### src/rtl/irqc_pkg.sv
package irqc_pkg;
  localparam int DW = 8;
  localparam int LW = 3;
  localparam int VW = DW - LW;

  typedef enum logic [1:0] {
    ST_RUN = 2'd0,
    ST_W2  = 2'd1,
    ST_W3  = 2'd2,
    ST_W4  = 2'd3
  } init_st_e;

  localparam logic [2:0] OP_AEOI_OFF = 3'd0;
  localparam logic [2:0] OP_NSEOI    = 3'd1;
  localparam logic [2:0] OP_NOP      = 3'd2;
  localparam logic [2:0] OP_SEOI     = 3'd3;
  localparam logic [2:0] OP_AEOI_ON  = 3'd4;
  localparam logic [2:0] OP_RNSEOI   = 3'd5;
  localparam logic [2:0] OP_SETPRI   = 3'd6;
  localparam logic [2:0] OP_RSEOI    = 3'd7;
endpackage

### src/rtl/irqc_init_seq.sv
module irqc_init_seq
  import irqc_pkg::*;
(
  input  logic          clk,
  input  logic          rst_n,
  input  logic          wr_en,
  input  logic          addr,
  input  logic [DW-1:0] wdata,
  output logic          start_w,
  output logic          busy,
  output logic          run_wr1,
  output logic [VW-1:0] vec_base,
  output logic          auto_eoi,
  output logic          fully_nested,
  output logic          cfg_err
);
  init_st_e st_q;
  logic     want4_q;
  logic     wr1;

  assign start_w = wr_en && !addr && wdata[4];
  assign wr1     = wr_en && addr;
  assign run_wr1 = wr1 && (st_q == ST_RUN);
  assign busy    = (st_q != ST_RUN);

  always_ff @(posedge clk or negedge rst_n) begin
    if (!rst_n) begin
      st_q         <= ST_RUN;
      want4_q      <= 1'b0;
      vec_base     <= '0;
      auto_eoi     <= 1'b0;
      fully_nested <= 1'b0;
      cfg_err      <= 1'b0;
    end else if (start_w) begin
      st_q         <= ST_W2;
      want4_q      <= wdata[0];
      vec_base     <= '0;
      auto_eoi     <= 1'b0;
      fully_nested <= 1'b0;
      cfg_err      <= wdata[1] | wdata[3];
    end else if (wr1) begin
      unique case (st_q)
        ST_W2: begin
          vec_base <= wdata[DW-1:LW];
          st_q     <= ST_W3;
        end
        ST_W3: st_q <= want4_q ? ST_W4 : ST_RUN;
        ST_W4: begin
          fully_nested <= wdata[4];
          auto_eoi     <= wdata[1];
          st_q         <= ST_RUN;
        end
        default: st_q <= ST_RUN;
      endcase
    end
  end
endmodule

### src/rtl/irqc_op_dec.sv
module irqc_op_dec
  import irqc_pkg::*;
(
  input  logic          clk,
  input  logic          rst_n,
  input  logic          wr_en,
  input  logic          rd_en,
  input  logic          addr,
  input  logic [DW-1:0] wdata,
  input  logic          start_w,
  output logic          poll_armed,
  output logic          rd_isr_sel,
  output logic          spec_mask,
  output logic          rot_aeoi,
  output logic          cmd_stb,
  output logic [2:0]    cmd_kind,
  output logic [LW-1:0] cmd_lvl
);
  logic       wr0_cmd;
  logic       sel_w;
  logic       ctl_w;
  logic [2:0] code;
  logic       strobing;

  assign wr0_cmd = wr_en && !addr && !wdata[4];
  assign sel_w   = wr0_cmd && wdata[3];
  assign ctl_w   = wr0_cmd && !wdata[3];
  assign code    = wdata[7:5];

  always_comb begin
    unique case (code)
      OP_NSEOI, OP_SEOI, OP_RNSEOI, OP_SETPRI, OP_RSEOI: strobing = 1'b1;
      default:                                          strobing = 1'b0;
    endcase
  end

  always_ff @(posedge clk or negedge rst_n) begin
    if (!rst_n) begin
      poll_armed <= 1'b0;
      rd_isr_sel <= 1'b0;
      spec_mask  <= 1'b0;
      rot_aeoi   <= 1'b0;
      cmd_stb    <= 1'b0;
      cmd_kind   <= '0;
      cmd_lvl    <= '0;
    end else if (start_w) begin
      poll_armed <= 1'b0;
      rd_isr_sel <= 1'b0;
      spec_mask  <= 1'b0;
      rot_aeoi   <= 1'b0;
      cmd_stb    <= 1'b0;
    end else begin
      cmd_stb <= 1'b0;
      if (sel_w && wdata[2])
        poll_armed <= 1'b1;
      else if (rd_en && poll_armed)
        poll_armed <= 1'b0;
      if (sel_w && wdata[1]) rd_isr_sel <= wdata[0];
      if (sel_w && wdata[6]) spec_mask  <= wdata[5];
      if (ctl_w && (code == OP_AEOI_OFF || code == OP_AEOI_ON))
        rot_aeoi <= wdata[7];
      if (ctl_w && strobing) begin
        cmd_stb  <= 1'b1;
        cmd_kind <= code;
        cmd_lvl  <= wdata[LW-1:0];
      end
    end
  end
endmodule

### src/rtl/irqc_rd_mux.sv
module irqc_rd_mux
  import irqc_pkg::*;
(
  input  logic          addr,
  input  logic          poll_armed,
  input  logic          rd_isr_sel,
  input  logic [DW-1:0] isr_in,
  input  logic [DW-1:0] irr_in,
  input  logic [DW-1:0] poll_in,
  input  logic [DW-1:0] mask_q,
  output logic [DW-1:0] rdata
);
  always_comb begin
    if (poll_armed)      rdata = poll_in;
    else if (addr)       rdata = mask_q;
    else if (rd_isr_sel) rdata = isr_in;
    else                 rdata = irr_in;
  end
endmodule

### src/rtl/irqc_cmd_port.sv
module irqc_cmd_port
  import irqc_pkg::*;
#(
  parameter logic [7:0] TRIG_KEEP = 8'hF8
) (
  input  logic       clk,
  input  logic       rst_n,
  input  logic       wr_en,
  input  logic       rd_en,
  input  logic       addr,
  input  logic [7:0] wdata,
  output logic [7:0] rdata,
  input  logic       trig_wr,
  input  logic [7:0] trig_wdata,
  output logic [7:0] trig_q,
  input  logic [7:0] isr_in,
  input  logic [7:0] irr_in,
  input  logic [7:0] poll_in,
  output logic       poll_take,
  output logic       init_clr,
  output logic       init_busy,
  output logic [4:0] vec_base,
  output logic       auto_eoi,
  output logic       fully_nested,
  output logic       rd_isr_sel,
  output logic       poll_armed,
  output logic       spec_mask,
  output logic       rot_aeoi,
  output logic [7:0] mask_q,
  output logic       cmd_stb,
  output logic [2:0] cmd_kind,
  output logic [2:0] cmd_lvl,
  output logic       cfg_err
);
  logic start_w;
  logic run_wr1;

  irqc_init_seq u_seq (
    .clk(clk), .rst_n(rst_n), .wr_en(wr_en), .addr(addr), .wdata(wdata),
    .start_w(start_w), .busy(init_busy), .run_wr1(run_wr1),
    .vec_base(vec_base), .auto_eoi(auto_eoi), .fully_nested(fully_nested),
    .cfg_err(cfg_err)
  );

  irqc_op_dec u_dec (
    .clk(clk), .rst_n(rst_n), .wr_en(wr_en), .rd_en(rd_en), .addr(addr),
    .wdata(wdata), .start_w(start_w), .poll_armed(poll_armed),
    .rd_isr_sel(rd_isr_sel), .spec_mask(spec_mask), .rot_aeoi(rot_aeoi),
    .cmd_stb(cmd_stb), .cmd_kind(cmd_kind), .cmd_lvl(cmd_lvl)
  );

  irqc_rd_mux u_mux (
    .addr(addr), .poll_armed(poll_armed), .rd_isr_sel(rd_isr_sel),
    .isr_in(isr_in), .irr_in(irr_in), .poll_in(poll_in), .mask_q(mask_q),
    .rdata(rdata)
  );

  assign poll_take = rd_en && poll_armed;

  always_ff @(posedge clk or negedge rst_n) begin
    if (!rst_n) begin
      mask_q   <= '0;
      trig_q   <= '0;
      init_clr <= 1'b0;
    end else begin
      init_clr <= start_w;
      if (start_w) begin
        mask_q <= '0;
        trig_q <= '0;
      end else begin
        if (run_wr1) mask_q <= wdata;
        if (trig_wr) trig_q <= trig_wdata & TRIG_KEEP;
      end
    end
  end
endmodule

### config.mk
export PLATFORM = sky130hd
export DESIGN_NAME = irqc_cmd_port
export DESIGN_NICKNAME = d
export VERILOG_FILES = /design/src/rtl/irqc_pkg.sv /design/src/rtl/irqc_init_seq.sv /design/src/rtl/irqc_op_dec.sv /design/src/rtl/irqc_rd_mux.sv /design/src/rtl/irqc_cmd_port.sv
export SDC_FILE = /design/constraint.sdc
export NUM_CORES = 1
export LEC_CHECK = 0
export BUFFER_PORTS_ARGS = -buffer_cell sky130_fd_sc_hd__buf_2
export CORE_MARGIN = 2
export CORE_UTILIZATION = 41
export DETAILED_ROUTE_END_ITERATION = 7
export GPL_TIMING_DRIVEN = 0
export PLACE_DENSITY = 0.72
export SYNTH_ARGS = -nofsm -noshare
export SYNTH_HDL_FRONTEND = slang
export SYNTH_SLANG_ARGS = --single-unit
### constraint.sdc
create_clock -name clk -period 2 [get_ports clk]
set_input_delay 0.4 -clock clk [delete_from_list [all_inputs] [get_ports clk]]
set_output_delay 0.4 -clock clk [all_outputs]
set_load 0.02 [all_outputs]
==> results.toml, run 1 <==
[synth]
synth_most_common_cell = "dfrtp_1"
syn_inst = 205
synth_area_leaders = "dfrtp_1, a22o_1, o21ai_0"
yosysWarnings = 0
yosys-top-cells-count = "dfrtp_1, o21ai_0, inv_1"
syn_area_sq_mm = 0.00195
synth_largest_area_cell = "dfrtp_1"
synth.distinct_cells = 33
synth_compound_area_share_pct = 22.4
synth_enable_flop_cells = 0
synth_xor_area_share_pct = 0
synth_top_area_share_pct = 46.3
synthFlopType = "dfrtp_1"
async_flop_share_pct = 100
synth_top_family_by_area = "compound AO/OA/AOI/OAI gates"
ys_ff_latch = 36
synth.area.mux_share_pct = 4.82
syn_area_per_cell_sq_um = 9.50
seq_area_frac_synth_pct = 46.3
synth_fa_ha_area_share_pct = 2.57
synth-simple-area-share_pct = 15.0

[clock_tree]
clk_pin_slew_ps = 70
cts_hold_buf = 0
cts_buffer_depth = 2
cts.sinks = 36
cts_made_buffers = 5
clock-root-buffer = "clkbuf_8"
htreeDepth = 2
clk_latency_ps = 290
cts_tree = "yes"

[timing]
timing.fmax_ghz = 0.517
setup_viol = 0
period_needed_ps = 1940
finalHoldViolCount = 0
slew-limit-headroom_pct = 48.0
finalWorstSetupSlack_ps = 64.3
rsz0062_at_grt = "false"
worst_pin_slew_ps = 780
skew_ps = 7.29
post-route-period-util_pct = 96.8
setup-tns-final_ps = 0
drv_slew = 0

[grt]
grt_max_degree = 37
grt_pass1_vias = 1571
grt-ovfl-total = 0
grt_busiest_layer = "met2"
antenna_found_initial = 0
grt_util_all_layers_pct = 18.8
grt_pass1_wl_microns = 7540
met2_usage_pct = 29.5
met3_usage_pct = 5.39
met1_usage_pct = 24.5

[worst_setup_path]
r2r_end = "mask_q[6]"
end_kind = "primary output"
worstPathRequired_ps = 1600
critPathArrivalTime_ps = 1540
ff2ff_path_depth = 5
start_kind = "flip-flop"
rrSetupSlack_ps = 410
timing.rr.start = "u_seq.st_q[1]"
critPathKind = "reg -> out"
crit_fanout = 10

[place]
place_ws_ps = -41.7
io_buffers = 81
dp_cells = 342
routabilityCongestion = 0.761
hpwl_microns = 3730

[finish]
drive_above_1_share_pct = 36.8
fin_cells = 350
final_core_util_pct = 54.7
final_nets = 345
final-seq-area_sq_um = 902
area_delta_synth_final_pct = 31.0
fillers = 441
n_antenna_cell = 0
multi_input_area_sq_um = 885

[route]
drt_pass1_iterations = 4
ant_nets = 0
first_iter_violations = 56
viasPerCell = 5.21
avgRoutedWirePerCell_microns = 14.3
vias = 1823
routed_wl_microns = 5000
drc = 0

[power]
p_comb_share_pct = 34.2
clkPwrFrac_pct = 26.2
p_int_mw = 1.56
vdd_drop_max_uv = 701
switchingPower_uw = 849
switching_share_pct = 35.3
power_density_mw_per_mm2 = 943
p_leak_nw = 1.35
seq_power_share_pct = 39.6

[floorplan]
io_pins = 92
fp.dieW_microns = 72.9
num_rows = 25
die_y_microns = 72.9
start_util_pct = 41.8
coreArea_sq_mm = 0.00466
fp.dieArea_sq_mm = 0.00532

[min_path]
min_path_type = "in -> async"

[status]
status = "finished clean"

[run]
maxCapViolCount = 0
stage by stage:
step / power [mW] / hold WS, ps / instance area (sq um)
floorplan: 1.49 / 104 / 1950
global placement: 1.77 / 454 / 2430
detailed placement: 1.78 / 469 / 2430
CTS: 2.43 / 211 / 2550
global route: 2.55 / 224 / 2550
finish: 2.40 / 174 / 2550
cell families after synthesis:
family          count (synthesis)
fa+ha+maj                       4
mux                             9
buf+inv                        39
other cells                     1
compound gates                 63
simple gates                   53
flops                          36
how the worst max path moves through the flow:
stage,slack (ps),to,startpoint,cells past startpoint
3_3_place_gp,-40,rdata[2],addr,6
2_1_floorplan,220,rdata[4],u_dec.rd_isr_sel,4
5_1_grt,10,init_busy,u_seq.st_q[1],4
3_5_place_dp,-40,rdata[2],addr,6
4_1_cts,30,rdata[4],u_dec.rd_isr_sel,4
6_report,60,rdata[4],u_dec.rd_isr_sel,4
what timing repair did:
action                     in CTS  in global routing
setup endpoints to repair      10                  9
setup buffers                   2                  0
hold endpoints to repair        0                  0
resized for setup               5                  1
state kept, by name, summed over array words and instances (netlist names):
| signal | cells |
|---|---|
| u_seq.cfg_err | 1 |
| u_dec.poll_armed | 1 |
| u_seq.auto_eoi | 1 |
| init_clr | 1 |
| u_dec.rot_aeoi | 1 |
| u_dec.cmd_stb | 1 |
| u_dec.cmd_kind | 3 |
| u_dec.cmd_lvl | 3 |
| u_dec.rd_isr_sel | 1 |
| mask_q | 8 |
| u_dec.spec_mask | 1 |
| trig_q | 5 |
| u_seq.st_q | 2 |
| u_seq.fully_nested | 1 |
| u_seq.want4_q | 1 |
| u_seq.vec_base | 5 |
placed cells by master, fill, tap and decap left out, types with 6 or more instances in the layout:
master / Yosys / layout
a211o_1: 8 / 8
nand4_1: 6 / 6
nor2_1: 6 / 6
mux2i_1: 6 / 6
inv_1: 19 / 19
buf_4: 3 / 6
nor2b_1: 9 / 9
buf_2: 3 / 86
a21oi_1: 10 / 10
a22o_1: 17 / 17
nand3_1: 11 / 11
nand2_1: 13 / 13
o21ai_0: 21 / 21
dfrtp_1: 36 / 35
metal layers:
layer  vias to the layer above  wire length, microns
li1                        898                     -
met1                       842                  2210
met2                        76                  2390
met3                         7                   339
met4                         0                    61
met5                         -                     0
critical path, stage by stage, from the launching register on:
cell	delay, ps
dfrtp_2	440
buf_4	180
a211o_1	290
a22o_1	180
buf_2	150
final cells by class:
cell class	instances	area share (%)
clock inverters	2	1.37
inverters	20	2.94
well taps	54	2.65
plain buffers	17	3.63
repair buffers	83	16.5
clock buffers	6	2.85
multi-input cells	132	34.7
flip-flops and latches	36	35.4
power by group through the flow:
stage	registers [mW]	logic (mW)	clock network (mW)
2_1_floorplan	1.12	0.363	0
3_3_place_gp	0.959	0.811	0
3_5_place_dp	0.966	0.818	0
4_1_cts	0.952	0.831	0.644
5_1_grt	0.973	0.899	0.679
6_report	0.952	0.821	0.631
(Power assumes the default switching activity.)
==> run 2, diff against run 1 <==
SLEW_MARGIN = 20   (was not set)
SYNTH_HIERARCHICAL = 1   (was not set)
==> run 2 against run 1 <==
Setup slack gained 84 ps. Non-clock buffer count shrank 4. Register-to-register slack gained 200 ps. Core utilization grew 0.25 points. Area after synthesis grew 1.5%. Clock skew is essentially flat. Hold slack gained 31 ps. Final area grew 1.1%. Cell count shrank 5.4%. Largest cell class is now multi-input gates.
==> results.toml, run 2 <==
[floorplan]
start_util_pct = 42.1
die_y_microns = 73.4
fp.dieW_microns = 73.4
fp.dieArea_sq_mm = 0.00539
io_pins = 92
num_rows = 25
coreArea_sq_mm = 0.00469

[route]
vias = 1662
drc = 0
ant_nets = 0
drt_pass1_iterations = 4
first_iter_violations = 96
routed_wl_microns = 4680
viasPerCell = 5.02
avgRoutedWirePerCell_microns = 14.1

[timing]
worst_pin_slew_ps = 808
timing.fmax_ghz = 0.540
setup_viol = 0
skew_ps = 7.00
finalHoldViolCount = 0
drv_slew = 0
period_needed_ps = 1850
slew-limit-headroom_pct = 46.1
rsz0062_at_grt = "false"
post-route-period-util_pct = 92.6

[clock_tree]
clock-root-buffer = "clkbuf_8"
cts_made_buffers = 5
cts_hold_buf = 0
clk_latency_ps = 290
cts-resized-gates = 0
htreeDepth = 2
cts_buffer_depth = 2
post_cts_buffers = 0
clk_pin_slew_ps = 70
cts_tree = "yes"
cts.sinks = 36

[finish]
fillers = 447
layout_commonest_cell = "buf_2"
largest_reg_flops = 8
top_register = "mask_q"
reg_top3 = "mask_q (8), trig_q (5), u_seq/vec_base (5)"
final_nets = 326
final_core_util_pct = 55.0
area_delta_synth_final_pct = 30.5
drive_above_1_share_pct = 40.8
n_antenna_cell = 0
layout_common_cells = "buf_2, dfrtp_1, mux2i_1"

[grt]
grt_pass1_wl_microns = 7700
grt_util_all_layers_pct = 18.5
grt_pass1_vias = 1679
grt-ovfl-total = 0
grt_max_degree = 37
antenna_found_initial = 0

[synth]
synthFlopType = "dfrtp_1"
synth_largest_area_cell = "dfrtp_1"
syn_area_sq_mm = 0.00198
async_flop_share_pct = 100
synth_area_leaders = "dfrtp_1, mux2i_1, o221ai_1"
ys_ff_latch = 36
syn_area_per_cell_sq_um = 10.8
synth_most_common_cell = "dfrtp_1"
seq_area_frac_synth_pct = 45.6
synth_enable_flop_cells = 0
yosys-top-cells-count = "dfrtp_1, mux2i_1, nor2_1"
synth.distinct_cells = 36
syn_inst = 183
yosysWarnings = 6
synth_top_area_share_pct = 45.6

[run]
maxCapViolCount = 0

[worst_setup_path]
worstPathCellList = "buf_6 -> nor3b_1 -> a211oi_2 -> buf_2"
end_kind = "primary output"
worstPathRequired_ps = 1600
critPathKind = "reg -> out"
rrSetupSlack_ps = 610
start_kind = "flip-flop"
slowest_stage = "dfrtp_1"
critPathArrivalTime_ps = 1450
crit_start = "u_dec/poll_armed"
crit_fanout = 11
critPathMaxStageDelay_ps = 490
timing.rr.start = "u_seq/st_q[0]"

[power]
vdd_drop_max_uv = 425
power_density_mw_per_mm2 = 915
power_mw = 2.36
p_leak_nw = 1.32

[place]
hpwl_microns = 3460
io_buffers = 84
routabilityCongestion = 0.757

[status]
status = "finished clean"

[min_path]
min_path_type = "in -> async"
run 2: critical path: cells and delay by family, from the launching register on:
kind                   cells  cell delay, ps
and+or+nand+nor            1             240
DFF                        1             490
AOI/OAI and AO/OA          1              70
buffers and inverters      2             360
run 2: worst paths after layout:
path | to | depth (start not counted)
hold / removal | u_seq/st_q[1] | 1
setup / recovery | rdata[6] | 4
min in group clk | trig_q[6] | 3
setup reg to reg | mask_q[3] | 6
hold reg to reg | u_dec/cmd_kind[2] | 1
max in group asynchronous | u_seq/vec_base[4] | 1
run 2: layer usage:
| metal | share of wire [%] | global-route usage, % | vias to the layer above |
|---|---|---|---|
| met2 | 48 | 30.3 | 40 |
| met3 | 5.1 | 4.94 | 5 |
| met4 | 1.0 | 7.47 | 0 |
| li1 | - | - | 826 |
| met1 | 46 | 23.3 | 791 |
| met5 | 0 | 0 | - |
run 2: through the flow:
step	worst slack, ps	setup TNS [ps]	hold slack, ps	cell area [sq um]	instances
6_report	148	0	205	2580	331
5_1_grt	13.9	0	253	2580	331
4_1_cts	120	0	217	2580	331
3_5_place_dp	-157	-751	496	2470	323
3_3_place_gp	-137	-678	484	2470	323
2_1_floorplan	152	0	104	1980	185
run 2: where the power goes:
part	internal (mW)	leakage [nW]	total [mW]	switching, mW
Combinational	0.311	0.809	0.771	0.460
Sequential	0.868	0.456	0.964	0.0957
Clock	0.370	0.0552	0.626	0.256
run 2: cells by family after synthesis:
family,after synthesis,share of synthesized area (%)
AND/OR/NAND/NOR,58,16.9
flip-flops,36,45.6
AO/OA/AOI/OAI,30,12.6
multiplexers,28,14.8
buffers and inverters,26,7.41
adder cells (fa/ha/maj),4,2.53
other,1,0.190
run 2: final cells by class:
class	count	area, sq um	share of cell area [%]
Multi-Input combinational cell	123	936	36.3
Sequential cell	36	901	34.9
Timing Repair Buffer	84	420	16.3
Buffer	12	93.8	3.64
Clock buffer	6	72.6	2.81
Tap cell	54	67.6	2.62
Inverter	14	52.6	2.04
Clock inverter	2	35.0	1.36
==> run 3, diff against run 2 <==
CORE_UTILIZATION = 46   (was 41)
PLACE_DENSITY = 0.79   (was 0.72)
==> run 3 against run 2 <==
Core utilization increased by 8.5 points. Largest power group unchanged. Setup slack got worse by 15 ps. Clock skew increased by 1.2 ps. Non-clock buffer count unchanged. First-iteration DRC count increased by 17%. Sequential share of layout area increased by 0.099 points. Final area decreased by 0.15%. Critical endpoint is now u_dec/cmd_lvl[2]. Global-route usage increased by 2.6 points. Die area decreased by 10%.
==> results.toml, run 3 (synthesis gave the netlist of run 2 again) <==
[finish]
layout_commonest_cell = "buf_2"
drive_above_1_share_pct = 41.2
reg_top3 = "mask_q (8), trig_q (5), u_seq/vec_base (5)"
final_core_util_pct = 63.5
largest_reg_flops = 8
top_register = "mask_q"
layout_common_cells = "buf_2, dfrtp_1, mux2i_1"
fin_cells = 327
area_delta_synth_final_pct = 30.3
final_nets = 326
n_antenna_cell = 0

[min_path]
min_path_type = "in -> async"

[timing]
post-route-period-util_pct = 93.4
skew_ps = 8.21
rsz0062_at_grt = "false"
slew-limit-headroom_pct = 47.6
setup_viol = 0
worst_pin_slew_ps = 787
drv_slew = 0
setup-tns-final_ps = 0
timing.fmax_ghz = 0.536
finalHoldViolCount = 0
period_needed_ps = 1870

[floorplan]
coreArea_sq_mm = 0.00406
start_util_pct = 48.7
num_rows = 23
fp.dieArea_sq_mm = 0.00484
io_pins = 92
die_y_microns = 69.5
fp.dieW_microns = 69.5

[run]
maxCapViolCount = 0

[power]
power_mw = 2.37
vdd_drop_max_uv = 516
power_density_mw_per_mm2 = 919
p_leak_nw = 1.32

[route]
drc = 0
ant_nets = 0
first_iter_violations = 112
drt_pass1_iterations = 4
viasPerCell = 5.29
avgRoutedWirePerCell_microns = 14.6
vias = 1729
routed_wl_microns = 4790

[grt]
grt_pass1_vias = 1790
grt_util_all_layers_pct = 21.2
grt-ovfl-total = 0
grt_max_degree = 37
antenna_found_initial = 0
grt_pass1_wl_microns = 8160

[worst_setup_path]
crit_fanout = 12
worstPathRequired_ps = 2180
start_kind = "input pin"
critPathKind = "in -> reg"
critPathArrivalTime_ps = 2040
end_kind = "flip-flop"

[clock_tree]
clock-root-buffer = "clkbuf_8"
cts_hold_buf = 0
cts_buffer_depth = 2
clk_pin_slew_ps = 70
clk_latency_ps = 290
cts.sinks = 36
cts_tree = "yes"
cts_made_buffers = 5
htreeDepth = 2

[place]
routabilityCongestion = 0.797
dp_cells = 319
hpwl_microns = 3600
io_buffers = 84

[status]
status = "finished clean"
## run 3: path summary, 6_finish.rpt
path,startpoint,end,slack [ps],cells after the start
min in group clk,trig_wdata[5],trig_q[5],350,3
hold / removal,rst_n,u_dec/poll_armed,190,1
max in group asynchronous,rst_n,u_dec/poll_armed,1270,1
setup reg to reg,u_seq/st_q[0],mask_q[7],580,6
hold reg to reg,u_dec/cmd_kind[0],u_dec/cmd_kind[0],500,2
setup / recovery,addr,u_dec/cmd_lvl[2],130,6
## run 3: power breakdown
part	internal (mW)	switching, mW	leakage (nW)	total, mW
registers	0.868	0.0942	0.454	0.962
clock network	0.370	0.256	0.0552	0.626
logic	0.312	0.466	0.809	0.778
## run 3: area by class of cell
type | count | area, sq um
buffer | 12 | 93.8
clock buffer | 6 | 72.6
clock inverter | 2 | 35.0
fill | 353 | 1480
inverter | 14 | 52.6
multi-input combinational | 123 | 936
sequential | 36 | 902
tap | 50 | 62.6
timing repair buffer | 84 | 420
## run 3: through the flow
step	area [sq um]	worst slack (ps)	hold WS, ps
after floorplan	1980	152	104
after global placement	2470	-129	484
after detailed placement	2470	-168	489
after CTS	2570	98.2	219
after global routing	2570	41.3	271
final	2570	133	192
## run 3: worst max-delay path, stage by stage
cell	delay, ps
buf_2	180
buf_6	160
and3b_1	290
clkbuf_1	250
a211oi_4	360
mux2_2	380
## run 3: repair_timing
action                     in CTS  in global routing
setup endpoints to repair       0                  2
gates resized for setup         0                  1
buffers inserted                0                  0
hold endpoints to repair        0                  0
## run 3: per-layer routing
metal	share of wire (%)	vias to the layer above	track usage (%)
met3	6.8	8	5.52
met2	49	57	36.3
li1	-	830	-
met4	1.4	0	8.93
met1	42	834	25.0
met5	0	-	0
